`src/rtl/rst_seq_pkg.sv`:
```
package rst_seq_pkg;

  typedef enum logic [1:0] {
    SUT_NONE  = 2'b00,
    SUT_SHORT = 2'b01,
    SUT_MID   = 2'b10,
    SUT_LONG  = 2'b11
  } sut_e;

  localparam int CAUSE_W = 4;

  typedef struct packed {
    logic wdt;
    logic bod;
    logic pin;
    logic por;
  } cause_t;

  localparam cause_t CAUSE_POR_ONLY = '{wdt: 1'b0, bod: 1'b0, pin: 1'b0, por: 1'b1};

endpackage

```
`src/rtl/rst_pin_filter.sv`:
```
module rst_pin_filter #(
  parameter int SYNC_N   = 2,
  parameter int FILT_LEN = 4
) (
  input  logic clk,
  input  logic arst_n,
  input  logic pin_n,
  output logic hit_o
);
  localparam int CW = $clog2(FILT_LEN + 1);
  localparam logic [CW-1:0] FULL = CW'(FILT_LEN);

  logic [SYNC_N-1:0] sync_q, sync_d;
  logic [CW-1:0]     run_q, run_d;
  logic              low_seen;

  assign low_seen = ~sync_q[SYNC_N-1];

  always_comb begin
    sync_d = {sync_q[SYNC_N-2:0], pin_n};
    if (!low_seen)        run_d = '0;
    else if (run_q == FULL) run_d = run_q;
    else                  run_d = run_q + 1'b1;
  end

  always_ff @(posedge clk or negedge arst_n) begin
    if (!arst_n) begin
      sync_q <= '1;
      run_q  <= '0;
    end else begin
      sync_q <= sync_d;
      run_q  <= run_d;
    end
  end

  assign hit_o = (run_q == FULL);
endmodule

```
`src/rtl/rst_stretch.sv`:
```
module rst_stretch
  import rst_seq_pkg::*;
#(
  parameter int T_SHORT = 16,
  parameter int T_MID   = 1024,
  parameter int T_LONG  = 4096,
  parameter int T_MAX   = 65536
) (
  input  logic       clk,
  input  logic       src_n,
  input  logic [1:0] sut,
  input  logic [3:0] cksel,
  output logic       core_rst_o
);
  localparam int CNT_W = $clog2(T_MAX + 1);

  logic [CNT_W-1:0] lim, cnt_q, cnt_d;
  logic             core_q, core_d, cnt_en, done;

  always_comb begin
    if (cksel[3] || cksel == 4'b0111) begin
      lim = CNT_W'(T_MAX);
    end else begin
      case (sut)
        SUT_NONE:  lim = '0;
        SUT_SHORT: lim = CNT_W'(T_SHORT);
        SUT_MID:   lim = CNT_W'(T_MID);
        default:   lim = CNT_W'(T_LONG);
      endcase
    end
  end

  always_comb begin
    done   = (cnt_q == lim);
    cnt_en = core_q && !done;
    cnt_d  = cnt_en ? cnt_q + 1'b1 : cnt_q;
    core_d = core_q && !done;
  end

  always_ff @(posedge clk or negedge src_n) begin
    if (!src_n) begin
      cnt_q  <= '0;
      core_q <= 1'b1;
    end else begin
      if (cnt_en) cnt_q <= cnt_d;
      core_q <= core_d;
    end
  end

  assign core_rst_o = core_q;
endmodule

```
`src/rtl/rst_cause_reg.sv`:
```
module rst_cause_reg
  import rst_seq_pkg::*;
(
  input  logic               clk,
  input  logic               arst_n,
  input  logic [CAUSE_W-1:0] set_i,
  input  logic               wr_i,
  input  logic [CAUSE_W-1:0] wdata_i,
  output logic [CAUSE_W-1:0] flags_o
);
  cause_t flags_q, flags_d;
  logic   upd_en;

  always_comb begin
    upd_en  = wr_i || (|set_i);
    flags_d = (wr_i ? (flags_q & cause_t'(wdata_i)) : flags_q) | cause_t'(set_i);
  end

  always_ff @(posedge clk or negedge arst_n) begin
    if (!arst_n)     flags_q <= CAUSE_POR_ONLY;
    else if (upd_en) flags_q <= flags_d;
  end

  assign flags_o = flags_q;
endmodule

```
`src/rtl/rst_sequencer.sv`:
```
module rst_sequencer
  import rst_seq_pkg::*;
#(
  parameter int FILT_LEN = 4,
  parameter int T_SHORT  = 16,
  parameter int T_MID    = 1024,
  parameter int T_LONG   = 4096,
  parameter int T_MAX    = 65536
) (
  input  logic         clk,
  input  logic         por_n,
  input  logic         pin_n,
  input  logic         bod_req,
  input  logic         wdt_req,
  input  logic [1:0]   cfg_sut,
  input  logic [3:0]   cfg_cksel,
  input  logic         cfg_pin_off,
  input  logic [2:0]   cfg_bod_level,
  input  logic         st_wr,
  input  logic [3:0]   st_wdata,
  output logic         io_rst,
  output logic         core_rst,
  output logic [3:0]   status,
  output logic [2:0]   bod_level_o
);
  logic   pin_hit, pin_ok, src_any, src_n;
  cause_t set_v;

  rst_pin_filter #(.SYNC_N(2), .FILT_LEN(FILT_LEN)) u_filt (
    .clk    (clk),
    .arst_n (por_n),
    .pin_n  (pin_n),
    .hit_o  (pin_hit)
  );

  assign pin_ok  = pin_hit && !cfg_pin_off;
  assign src_any = !por_n || bod_req || wdt_req || pin_ok;
  assign src_n   = !src_any;
  assign io_rst  = src_any;

  rst_stretch #(
    .T_SHORT (T_SHORT),
    .T_MID   (T_MID),
    .T_LONG  (T_LONG),
    .T_MAX   (T_MAX)
  ) u_str (
    .clk        (clk),
    .src_n      (src_n),
    .sut        (cfg_sut),
    .cksel      (cfg_cksel),
    .core_rst_o (core_rst)
  );

  always_comb begin
    set_v.wdt = wdt_req;
    set_v.bod = bod_req;
    set_v.pin = pin_ok;
    set_v.por = 1'b0;
  end

  rst_cause_reg u_cause (
    .clk     (clk),
    .arst_n  (por_n),
    .set_i   (set_v),
    .wr_i    (st_wr),
    .wdata_i (st_wdata),
    .flags_o (status)
  );

  assign bod_level_o = cfg_bod_level;
endmodule

```
`config.mk`:
```
export PLATFORM = sky130hd
export DESIGN_NAME = rst_sequencer
export DESIGN_NICKNAME = d
export VERILOG_FILES = /design/src/rtl/rst_seq_pkg.sv /design/src/rtl/rst_pin_filter.sv /design/src/rtl/rst_stretch.sv /design/src/rtl/rst_cause_reg.sv /design/src/rtl/rst_sequencer.sv
export SDC_FILE = /design/constraint.sdc
export NUM_CORES = 1
export LEC_CHECK = 0
export CORE_MARGIN = 2
export CORE_UTILIZATION = 49
export DETAILED_ROUTE_END_ITERATION = 12
export PLACE_DENSITY = 0.78
export SLEW_MARGIN = 20
export SYNTH_ARGS = -nofsm -noshare
export SYNTH_HDL_FRONTEND = slang
export SYNTH_SLANG_ARGS = --single-unit
export TNS_END_PERCENT = 100
```
`constraint.sdc`:
```
create_clock -name clk -period 1.8 [get_ports clk]
set_input_delay 0.36 -clock clk [delete_from_list [all_inputs] [get_ports clk]]
set_output_delay 0.36 -clock clk [all_outputs]
set_load 0.05 [all_outputs]
```
==> key figures <==
Outcome
  • Status: complete, but fails checks
  • Failing checks: negative setup slack

Cells and area
  • Register area: around 680 um^2
  • Final net count: 200
  • Post-route cell area: approximately 1900 um^2
  • Fillcell total: 171
  • Most common cell after layout, fill and taps aside: buf_4
  • Share of layout cells above drive strength 1: 0.349
  • Syn-to-layout area delta: 42.7%
  • Most frequent cells in the layout: buf_4, dfrtp_1, clkdlybuf4s50_1
  • Multi-input logic area: roughly 650 um^2
  • Ant. Diodes: 0

Yosys
  • Post-synth EDFFs: 0
  • Synth Flop Type: dfrtp_1
  • Post-synthesis sequential area ratio: 0.517
  • Number of synthesized register bits: 27
  • Syn Area/Cell: about 11 um^2
  • Post-synth top area share: 0.437
  • Ys Warns: 0
  • Largest area contributor in the netlist: dfrtp_1
  • Top cells by area, synth: dfrtp_1, xnor2_1, dfstp_2
  • Mapped Area: 1320 um^2
  • Post-Synth Adder-Cell Area: 0.0380
  • Post-Synth XOR/XNOR Area: 0.113
  • Synthesized instance count: between 100 and 150
  • Synth unique cells: 29
  • Compound-Gate Fraction of Synth Area: 0.0732
  • Synth Net Count: between 100 and 150
  • Synth Area in Simple Gates: 0.204
  • Post-synthesis mux area share: 0.0114
  • Largest family of logic cells by synthesized area: simple AND/OR/NAND/NOR gates
  • Async SR Flop Fraction: 1.00

Detailed routing
  • DRC: 0
  • First-pass DRT Iterations: 4
  • Met2 WL: between 1500 and 2000 um
  • 1st-iter DRT viols: 31
  • Detail Route met3 WL: approximately 53 um
  • DR vias: between 1000 and 1500
  • Final WL: approximately 2800 um
  • DRT met1 WL: approximately 1200 um
  • Antenna viol nets, final: 0
  • Vias per cell: 5.25
  • Post-DR wirelength/cell: between 10 and 15 um
  • Highest Signal Layer: met4

GRT
  • Largest net degree at the start of global routing: 19
  • First-pass GRT wire length: 4950 um
  • GR Overflow Total: 0
  • Antenna violations before repair: 0
  • Total track usage: 0.202
  • Vias in the first global route: ~1100

Setup path
  • Startpoint Class: flop
  • Critical Path Stages: 7
  • CP Class: flop to flop
  • CP Buf/Inv Count: 1
  • Critical path peak fanout: 2
  • Critical path origin: u_str.cnt_q[0]
  • Req. time, crit path: 2020 ps
  • Reg2reg end: u_str.cnt_q[1]
  • Reg2reg start: u_str.cnt_q[0]
  • Slowest stage delay, CP: 570 ps
  • Flop2flop setup slack: -250 ps
  • Worst Setup EP: u_str.cnt_q[1]
  • R2R depth: 7
  • Family with the most delay on the worst path: simple AND/OR/NAND/NOR gates
  • CP max-delay cell: or4b_4
  • Critical Path AT: 2270 ps
  • CP Cell Sequence: inv_2 -> ha_4 -> nor4b_4 -> nand3_1 -> or4b_4 -> o21ai_4 -> mux2_4
  • Worst Setup End Kind: flop

Clock tree
  • Htree depth: 1
  • Clock Tree Root: clkbuf_4
  • Clock-pin slew on the worst setup and hold paths: between 100 and 150 ps
  • Number of buffers created by CTS: 3
  • CTS sink cnt: 27
  • CTS tree: yes
  • Clk_lat worst skew: 320 ps
  • Longest Clk Path Bufs: 2

Die
  • Die Height: 55.8 um
  • Die width: about 56 um
  • Initial Util: 0.522
  • Core footprint: between 2000 and 3000 um^2
  • Die ar.: 3120 um^2
  • Site Rows: 18
  • I/O pin cnt: 29

Timing
  • Final setup margin: -250 ps
  • Final hold vios: 0
  • Endpoints failing setup: 3
  • Min Tclk post-route: around 2000 ps
  • Period utilisation layout: 1.14
  • Highest clock rate: 0.488 GHz
  • Clock Skew: approximately 5.2 ps
  • Slew HR: 0.831
  • RSZ-0062 raised after global routing: yes
  • Slew @ Worst Pin: approximately 250 ps
  • Slew Viols, Final: 0
  • Minimum hold slack: between 300 and 400 ps

Placed design
  • GP Congestion: 0.783
  • Port Buffers: 22
  • HPWL Detailed: approximately 2100 um
  • Placed instance area: approximately 1700 um^2

Power
  • Leakage power: a little under 0.0009 uW
  • Pwr/cell area: 589 nW/um^2
  • Design Power: 1110 uW
  • Peak supply drop: a little over 600 uV

Run
  • Max-cap viol count: 0

Hold path
  • Hold crit path type: flop to flop
==> cell usage after synthesis, drive strengths merged (3+ instances only) <==
cell / count
dfrtp: 23
and3: 5
nand3: 7
buf: 3
dfstp: 4
nand4: 7
xnor2: 14
xor2: 3
nor2: 9
ha: 4
o21ai: 5
inv: 8
nand2: 13
==> through the flow <==
stage               setup slack (ps)  cells   util  TNS, ps
finish                          -250    205  0.745     -619
global route                    -311    205  0.745     -879
CTS                             -249    203  0.727     -465
detailed placement              -490    192  0.681    -1350
global placement                -459    192  0.681    -1210
floorplan                       -164    123      -     -164
==> what timing repair did <==
action | 4_1_cts | 5_1_grt
hold buffers | 0 | 0
endpoints found under the setup margin | 4 | 5
pin swaps | 1 | 3
resized for setup | 10 | 7
buffers inserted | 7 | 2
==> routing by layer <==
metal  GRT usage  vias to the layer above
li1            -                      521
met1       0.245                      535
met2       0.362                       16
met3      0.0209                        4
met4      0.0884                        0
met5           0                        -
==> power breakdown <==
group / switching [uW] / internal (uW)
Clock: 174 / 83.3
Combinational: 96.9 / 115
Sequential: 11.6 / 625
==> sequential cells by signal, summed over array words and instances, names as in the netlist <==
name              count
u_cause.flags_o       4
u_filt.run_q          3
u_filt.sync_q         2
u_str.cnt_q          17
u_str.core_rst_o      1
==> how the worst min path moves through the flow <==
stage / endpoint / startpoint / cells after the start / slack (ps)
floorplan: u_cause.flags_o[1] / por_n / 0 / 60
global placement: u_filt.sync_q[1] / u_filt.sync_q[0] / 0 / 350
detailed placement: u_filt.sync_q[1] / u_filt.sync_q[0] / 0 / 350
CTS: u_cause.flags_o[2] / por_n / 2 / 360
global route: u_filt.run_q[1] / por_n / 2 / 370
finish: u_filt.sync_q[1] / u_filt.sync_q[0] / 0 / 360
==> cells by family (layout without fill, tap and decap cells) <==
logic type | Yosys count | after routing
compound gates | 11 | 11
flops | 27 | 27
fa+ha+maj | 4 | 4
simple gates | 51 | 51
xor+xnor | 17 | 17
mux | 1 | 1
buf+inv | 12 | 64
==> worst register-to-register path, stage by stage (launching register included) <==
cell	delay [ps]
dfrtp_1	410
inv_2	70
ha_4	130
nor4b_4	200
nand3_1	120
or4b_4	570
o21ai_4	150
mux2_4	310
==> cell type report <==
type / count / area share
clock buffers: 3 / 0.0120
clock inverters: 1 / 0.00266
inverters: 8 / 0.0160
multi-input cells: 84 / 0.345
flip-flops and latches: 27 / 0.362
well taps: 30 / 0.0200
repair buffers: 52 / 0.242
(Power assumes the default switching activity.)
